### src/rtl/zol_pkg.sv
package zol_pkg;
  localparam int CFG_AW = 3;
  typedef enum logic [CFG_AW-1:0] {
    CFG_START = 3'd0,
    CFG_END   = 3'd1,
    CFG_TERM  = 3'd2,
    CFG_ARM   = 3'd3,
    CFG_BIND0 = 3'd4
  } cfg_field_e;
endpackage

### src/rtl/zol_cfg.sv
module zol_cfg
  import zol_pkg::*;
#(
  parameter int XLEN  = 32,
  parameter int RW    = 5,
  parameter int SW    = 4,
  parameter int NBIND = 2
) (
  input  logic                       clk_i,
  input  logic                       rst_ni,
  input  logic                       cfg_we_i,
  input  logic [CFG_AW-1:0]          cfg_addr_i,
  input  logic [XLEN-1:0]            cfg_wdata_i,
  input  logic                       exit_i,
  output logic [XLEN-1:0]            start_o,
  output logic [XLEN-1:0]            end_o,
  output logic [RW-1:0]              term_o,
  output logic                       armed_o,
  output logic [NBIND-1:0]           bind_en_o,
  output logic [NBIND-1:0][RW-1:0]   bind_tgt_o,
  output logic [NBIND-1:0][RW-1:0]   bind_step_o,
  output logic [NBIND-1:0][SW-1:0]   bind_scale_o
);
  localparam int SCL_LO = 2 * RW;

  logic arm_wr;
  assign arm_wr = cfg_we_i && (cfg_addr_i == CFG_ARM);

  always_ff @(posedge clk_i or negedge rst_ni) begin
    if (!rst_ni) begin
      start_o <= '0;
      end_o   <= '0;
      term_o  <= '0;
      armed_o <= 1'b0;
    end else begin
      if (cfg_we_i && cfg_addr_i == CFG_START) start_o <= cfg_wdata_i;
      if (cfg_we_i && cfg_addr_i == CFG_END)   end_o   <= cfg_wdata_i;
      if (cfg_we_i && cfg_addr_i == CFG_TERM)  term_o  <= cfg_wdata_i[RW-1:0];
      // explicit arm write beats self-disarm
      if (arm_wr)      armed_o <= cfg_wdata_i[0];
      else if (exit_i) armed_o <= 1'b0;
    end
  end

  for (genvar k = 0; k < NBIND; k++) begin : g_bind
    logic sel;
    assign sel = cfg_we_i && (cfg_addr_i == CFG_AW'(CFG_BIND0 + k));
    always_ff @(posedge clk_i or negedge rst_ni) begin
      if (!rst_ni) begin
        bind_en_o[k]    <= 1'b0;
        bind_tgt_o[k]   <= '0;
        bind_step_o[k]  <= '0;
        bind_scale_o[k] <= '0;
      end else if (sel) begin
        bind_en_o[k]    <= cfg_wdata_i[XLEN-1];
        bind_tgt_o[k]   <= cfg_wdata_i[RW-1:0];
        bind_step_o[k]  <= cfg_wdata_i[2*RW-1:RW];
        bind_scale_o[k] <= cfg_wdata_i[SCL_LO+SW-1:SCL_LO];
      end
    end
  end

  a_r9_arm_write_wins: assert property (@(posedge clk_i) disable iff (!rst_ni)
    arm_wr |=> armed_o == $past(cfg_wdata_i[0]));
  a_r4_exit_disarms: assert property (@(posedge clk_i) disable iff (!rst_ni)
    (exit_i && !arm_wr) |=> !armed_o);
endmodule

### src/rtl/zol_autoinc.sv
module zol_autoinc #(
  parameter int XLEN = 32,
  parameter int RW   = 5,
  parameter int SW   = 4
) (
  input  logic            clk_i,
  input  logic            rst_ni,
  input  logic            hit_i,
  input  logic            en_i,
  input  logic [RW-1:0]   tgt_idx_i,
  input  logic [RW-1:0]   step_idx_i,
  input  logic [SW-1:0]   scale_i,
  input  logic [XLEN-1:0] tgt_rdata_i,
  input  logic [XLEN-1:0] step_rdata_i,
  output logic [RW-1:0]   tgt_raddr_o,
  output logic [RW-1:0]   step_raddr_o,
  output logic            we_o,
  output logic [RW-1:0]   waddr_o,
  output logic [XLEN-1:0] wdata_o
);
  logic [XLEN-1:0] delta;

  assign tgt_raddr_o  = tgt_idx_i;
  assign step_raddr_o = step_idx_i;
  assign delta        = step_rdata_i * XLEN'(scale_i);
  assign we_o         = hit_i && en_i;
  assign waddr_o      = tgt_idx_i;
  assign wdata_o      = tgt_rdata_i + delta;

  a_r6_disabled_silent: assert property (@(posedge clk_i) disable iff (!rst_ni)
    !en_i |-> !we_o);
  a_r5_zero_step_keeps: assert property (@(posedge clk_i) disable iff (!rst_ni)
    (we_o && step_rdata_i == '0) |-> wdata_o == tgt_rdata_i);
endmodule

### src/rtl/zol_strip_ctrl.sv
module zol_strip_ctrl
  import zol_pkg::*;
#(
  parameter int XLEN  = 32,
  parameter int RW    = 5,
  parameter int SW    = 4,
  parameter int NBIND = 2
) (
  input  logic                       clk_i,
  input  logic                       rst_ni,
  input  logic                       cfg_we_i,
  input  logic [CFG_AW-1:0]          cfg_addr_i,
  input  logic [XLEN-1:0]            cfg_wdata_i,
  input  logic                       pc_valid_i,
  input  logic [XLEN-1:0]            pc_i,
  output logic [RW-1:0]              term_raddr_o,
  input  logic [XLEN-1:0]            term_rdata_i,
  output logic [NBIND-1:0][RW-1:0]   step_raddr_o,
  input  logic [NBIND-1:0][XLEN-1:0] step_rdata_i,
  output logic [NBIND-1:0][RW-1:0]   tgt_raddr_o,
  input  logic [NBIND-1:0][XLEN-1:0] tgt_rdata_i,
  output logic [NBIND-1:0]           rf_we_o,
  output logic [NBIND-1:0][RW-1:0]   rf_waddr_o,
  output logic [NBIND-1:0][XLEN-1:0] rf_wdata_o,
  output logic                       redirect_o,
  output logic [XLEN-1:0]            redirect_pc_o
);
  logic [XLEN-1:0]           start_q, end_q;
  logic [RW-1:0]             term_q;
  logic                      armed_q;
  logic [NBIND-1:0]          bind_en;
  logic [NBIND-1:0][RW-1:0]  bind_tgt, bind_step;
  logic [NBIND-1:0][SW-1:0]  bind_scale;
  logic                      hit, term_zero, exit_pass;

  assign hit       = armed_q && pc_valid_i && (pc_i == end_q);
  assign term_zero = (term_rdata_i == '0);
  assign exit_pass = hit && term_zero;

  zol_cfg #(.XLEN(XLEN), .RW(RW), .SW(SW), .NBIND(NBIND)) u_cfg (
    .clk_i, .rst_ni, .cfg_we_i, .cfg_addr_i, .cfg_wdata_i,
    .exit_i       (exit_pass),
    .start_o      (start_q),
    .end_o        (end_q),
    .term_o       (term_q),
    .armed_o      (armed_q),
    .bind_en_o    (bind_en),
    .bind_tgt_o   (bind_tgt),
    .bind_step_o  (bind_step),
    .bind_scale_o (bind_scale)
  );

  for (genvar k = 0; k < NBIND; k++) begin : g_inc
    zol_autoinc #(.XLEN(XLEN), .RW(RW), .SW(SW)) u_inc (
      .clk_i, .rst_ni,
      .hit_i        (hit),
      .en_i         (bind_en[k]),
      .tgt_idx_i    (bind_tgt[k]),
      .step_idx_i   (bind_step[k]),
      .scale_i      (bind_scale[k]),
      .tgt_rdata_i  (tgt_rdata_i[k]),
      .step_rdata_i (step_rdata_i[k]),
      .tgt_raddr_o  (tgt_raddr_o[k]),
      .step_raddr_o (step_raddr_o[k]),
      .we_o         (rf_we_o[k]),
      .waddr_o      (rf_waddr_o[k]),
      .wdata_o      (rf_wdata_o[k])
    );
  end

  assign term_raddr_o  = term_q;
  assign redirect_o    = hit && !term_zero;
  assign redirect_pc_o = start_q;

  a_r3_redirect_cause: assert property (@(posedge clk_i) disable iff (!rst_ni)
    redirect_o |-> (pc_valid_i && pc_i == end_q && term_rdata_i != '0));
  a_r7_idle_quiet: assert property (@(posedge clk_i) disable iff (!rst_ni)
    (!armed_q || !pc_valid_i) |-> (!redirect_o && rf_we_o == '0));
  a_r3_stays_armed: assert property (@(posedge clk_i) disable iff (!rst_ni)
    (redirect_o && !cfg_we_i) |=> armed_q);
  a_r5_writes_on_pass: assert property (@(posedge clk_i) disable iff (!rst_ni)
    (rf_we_o != '0) |-> (pc_valid_i && pc_i == end_q));
endmodule

### config.mk
export PLATFORM = sky130hd
export DESIGN_NAME = zol_strip_ctrl
export DESIGN_NICKNAME = d
export VERILOG_FILES = /design/src/rtl/zol_pkg.sv /design/src/rtl/zol_cfg.sv /design/src/rtl/zol_autoinc.sv /design/src/rtl/zol_strip_ctrl.sv
export SDC_FILE = /design/constraint.sdc
export NUM_CORES = 1
export LEC_CHECK = 0
export BUFFER_PORTS_ARGS = -buffer_cell sky130_fd_sc_hd__clkbuf_2
export CAP_MARGIN = 10
export CORE_MARGIN = 2
export CORE_UTILIZATION = 40
export DETAILED_ROUTE_END_ITERATION = 7
export GPL_ROUTABILITY_DRIVEN = 1
export GPL_TIMING_DRIVEN = 0
export PLACE_DENSITY = 0.74
export REMOVE_ABC_BUFFERS = 1
export SYNTH_ARGS = -nofsm -noshare
export SYNTH_HDL_FRONTEND = slang
export SYNTH_SLANG_ARGS = --single-unit
### constraint.sdc
create_clock -name clk_i -period 10.8 [get_ports clk_i]
set_input_delay 2.7 -clock clk_i [delete_from_list [all_inputs] [get_ports clk_i]]
set_output_delay 2.7 -clock clk_i [all_outputs]
set_load 0.02 [all_outputs]
# ---- Word level (Yosys, flattened, before mapping)
# Cells that the tools add are included.
dict set report classes {
  n_addsub 2
  mul 2
  eq_ne 6
  mux 2
  n_reduce_logical 16
}
# operator n
set op_table {}
lappend op_table {{$add A32 B32 Y32} 2}
lappend op_table {{$mul A32 B4 Y32} 2}
lappend op_table {{$eq A32 B32 Y1} 1}
lappend op_table {{$logic_not A32 Y1} 1}
lappend op_table {{$logic_and A1 B1 Y1} 12}
lappend op_table {{$eq A3 B2 Y1 const B} 2}
lappend op_table {{$eq A3 B3 Y1 const B} 2}
lappend op_table {{$eq A3 B1 Y1 const B} 1}
lappend op_table {{$logic_not A3 Y1} 1}
lappend op_table {{$mux W1} 2}
lappend op_table {{$reduce_bool A2 Y1} 1}
lappend op_table {{$logic_not A1 Y1} 1}
dict set report totals {
  register_bits 100
  inputBits 231
  output_inout_bits 134
  elab_cells 40
}

# ---- Depth between registers and ports, before layout
dict set report logic_depth {
  word_depth 5
  depth_mapped 17
  depth_no_buf 15
}

# ---- Modules after synthesis
# Synthesis repeated with hierarchy kept, for this count alone.
dict set report hier_totals {
  hier_cells 1548
  hier_area_um2 14288.7
}
# module instances cells_each area_per_inst_um2 seq_area_each_um2
set modules_own_cells {}
lappend modules_own_cells {{zol_autoinc (g_inc[1].u_inc)} 1 631 5021.1 0.0}
lappend modules_own_cells {{zol_autoinc (g_inc[0].u_inc)} 1 643 5001.0 0.0}
lappend modules_own_cells {zol_cfg 1 217 3813.7 2502.4}
lappend modules_own_cells {zol_strip_ctrl 1 57 452.9 0.0}

# ---- Least setup slack after synthesis
# OpenSTA, ideal clock, no wires.
dict set report synth_path {
  path_kind {in2out}
  from {input port step_rdata_i[47] (netlist name)}
  to {output port rf_wdata_o[63] (netlist name)}
  arrival_ns 6.606
  t_required_ns 8.100
  setup_slack_ns 1.494
  path_stages 14
  n_path_buf 1
  cell_sequence {and2_1 -> fa_1 -> fa_1 -> inv_1 -> fa_1 -> inv_1 -> ha_1 -> clkbuf_1 -> nand3_1 -> nor3_1 -> nand4_1 -> o221ai_2 -> a211oi_2 -> o311ai_0}
}
# item line
set synth_lines {}
lappend synth_lines {{start, declared} zol_strip_ctrl.sv:19} ;# input logic [NBIND-1:0][XLEN-1:0] step_rdata_i,
lappend synth_lines {{end, declared} zol_strip_ctrl.sv:24} ;# output logic [NBIND-1:0][XLEN-1:0] rf_wdata_o,

==> flow_summary_export.csv <==
group,metric,value,unit
sta,clock_skew,0.0158,ns
sta,final_hold_viol_count,0,
place,place_hpwl,31.2,mm
grt,grt_max_degree,62,
drt,drc,0,
clock_tree,htreeDepth,3,
drt,dr_total_vias,11353,
run_status,outcome,"complete, no violations",
synth,ys_dominant_reg_cell,"dfrtp_1",
sta,tns,0,ns
grt,grt_pass1_vias,11712,
grt,grt_antenna_before_repair,1,
drt,drtIter0Drc,351,
sta,fmaxAchievable,101,MHz
sta,setup_violations,0,
sta,layout_min_cycle_time,9.86,ns
synth,synthArstFlopShare,100,%
floorplan,die_w,189,um
synth,ys_warn_count,0,
sta,worstMarginPinSlew,1.03,ns
sta,finalCritPeriodShare,91.3,%
min_path,whs_path_depth,2,
setup_path,critical_path_class,"in2out",
setup_path,worstRegToRegCells,7,
clock_tree,clock_path_buffers,2,
setup_path,critPathArrivalTime,7.16,ns
synth,synth_top_area_share,25.1,%
grt,track_usage,20.7,%
setup_path,crit_fanout,5,
drt,ant_nets,0,
synth,synth.largest_area_cell,"fa_1",
clock_tree,cts_setup_buffers,0,
floorplan,placementRows,67,
sta,rsz0062_at_grt,"false",
synth,postSynthCellCount,1472,
synth,synth_edf_count,0,
synth,mappedNetlistArea,13700,sq um
floorplan,die_height,189,um
clock_tree,cts.sinks,100,
synth,synth_commonest_cells,"278 x inv_1, 220 x and2_1, 172 x fa_1",
synth,synth_area_leaders,"fa_1 25%, dfrtp_1 18%, and2_1 10%",
sta,slew_headroom,31.7,%
setup_path,crit_required,8.10,ns
synth,ys_types,72,
cells_and_area,drive_gt1_share,28.3,%
clock_tree,cts_repair_resize_count,0,
grt,grt_overflow,0,
clock_tree,cts_inserted_buffers,9,
synth,yosysMostFrequentCell,"inv_1",
sta,final_max_slew_viol_count,0,
clock_tree,clock_latency,0.37,ns
cells_and_area,syn2layout_area_growth,18.8,%
clock_tree,cts_hold_buf,0,
floorplan,io_pins,365,
drt,viasPerCell,5.05,
floorplan,dieArea,35800,sq um
floorplan,core,33700,sq um
synth,synth.avg_cell_area,9.33,sq um
setup_path,cp-start-kind,"input pin",
drt,detail_route.wl_per_cell,16.2,um
synth,synth_seq_area_share,18.2,%
place,place.port_buffers,364,
floorplan,start_util,40.7,%
grt,grt_pass1_wl,59.4,mm
synth,synth-seq-cells,100,
clock_tree,cts_tree,"built",
drt,drt_first_pass_iters,5,
min_path,hp-class,"reg2reg",
flow_run,maxCapViolCount,0,
cells_and_area,num-nets-final,2268,
clock_tree,root_buffer,"clkbuf_16",
place,gp_congestion,0.954,
setup_path,end_kind,"output pin",
cells_and_area,fill_cells,3207,
drt,drt_wl_total,36.4,mm
clock_tree,clk_pin_slew,0.09,ns
placed cells by master (no fill, tap or decap), types with 6 or more instances in the layout:
cell | Yosys | final
o21bai_1 | 9 | 9
a21o_1 | 30 | 30
nand2_1 | 60 | 60
xnor2_1 | 47 | 47
nand4_1 | 11 | 11
mux2_2 | 98 | 98
nor3_1 | 7 | 7
a31oi_1 | 9 | 9
fa_1 | 172 | 172
ha_1 | 70 | 70
dfrtp_1 | 100 | 100
and3_1 | 6 | 6
nand3_1 | 19 | 19
and2_1 | 220 | 220
xor2_1 | 42 | 42
o21ai_0 | 33 | 33
clkbuf_2 | 0 | 363
inv_1 | 278 | 278
nor2_1 | 40 | 40
nor4_1 | 16 | 16
clkbuf_16 | 0 | 9
a211oi_1 | 9 | 9
a21oi_1 | 47 | 47
registers in the layout, indices dropped and copies added (netlist names):
register and count:
u_cfg.term_o 5, u_cfg.bind_scale_o 8, u_cfg.end_o 32, u_cfg.bind_tgt_o 10, u_cfg.bind_en_o 2, u_cfg.bind_step_o 10, u_cfg.armed_o 1, u_cfg.start_o 32
path summary, 6_finish.rpt:
kind	to	from	slack (ns)
min	u_cfg.armed_o	u_cfg.armed_o	0.51
max	rf_wdata_o[61]	step_rdata_i[34]	0.94
max reg2reg	u_cfg.armed_o	u_cfg.end_o[15]	8.10
max in group asynchronous	u_cfg.start_o[26]	rst_ni	7.71
min in group asynchronous	u_cfg.bind_en_o[0]	rst_ni	2.36
min reg2reg	u_cfg.armed_o	u_cfg.armed_o	0.51
area by class of cell:
type	count	area, sq um	share of cell area (%)
clock buffers	9	225	1.38
flip-flops and latches	100	2500	15.3
repair buffers	373	1930	11.9
diodes	1	2.50	0.0153
multi-input cells	1033	9940	60.9
clock inverters	7	103	0.629
well taps	448	561	3.44
inverters	278	1040	6.40
worst max-delay path, cell delays in order:
cell	delay, ns
clkbuf_2	0.11
nand2_1	0.08
fa_1	0.60
fa_1	0.44
fa_1	0.50
inv_1	0.04
ha_1	0.33
a211oi_1	0.34
o21ai_0	0.21
a211oi_2	0.40
o221ai_2	0.22
a211oi_2	0.55
mux2i_1	0.26
o311ai_0	0.17
clkbuf_2	0.20
routing by layer:
metal	GRT usage (%)	vias to the layer above	part of all wire [%]
met1	26.9	5661	43
met2	36.5	312	50
met5	0	-	0
li1	-	5341	-
met4	4.44	0	1.8
met3	3.11	39	5.2
cell families (layout without fill, tap and decap cells):
group / count (synthesis) / after routing / share of synthesized area, %
AOI/OAI and AO/OA: 190 / 190 / 9.71
muxes: 100 / 100 / 8.18
adders and majority gates: 242 / 242 / 31.5
xor gates and xnor gates: 89 / 89 / 5.68
DFF: 100 / 100 / 18.2
and+or+nand+nor: 412 / 412 / 17.1
buffers and inverters: 339 / 667 / 9.65
other: 0 / 1 / 0
stage by stage:
| step | hold WS [ns] | cell area (sq um) | setup slack [ns] | instances | util (%) |
|---|---|---|---|---|---|
| after floorplan | 0.468 | 13400 | 1.56 | 1411 | - |
| after global placement | 0.484 | 15800 | 0.636 | 2223 | 47.0 |
| after detailed placement | 0.494 | 16000 | 1.07 | 2231 | 47.4 |
| after CTS | 0.513 | 16300 | 1.04 | 2247 | 48.3 |
| after global routing | 0.522 | 16300 | 0.736 | 2249 | 48.4 |
| final | 0.509 | 16300 | 0.945 | 2249 | 48.4 |
Power is not shown: default switching activity piles up to over one toggle a cycle in this logic, so the estimate is an artifact.
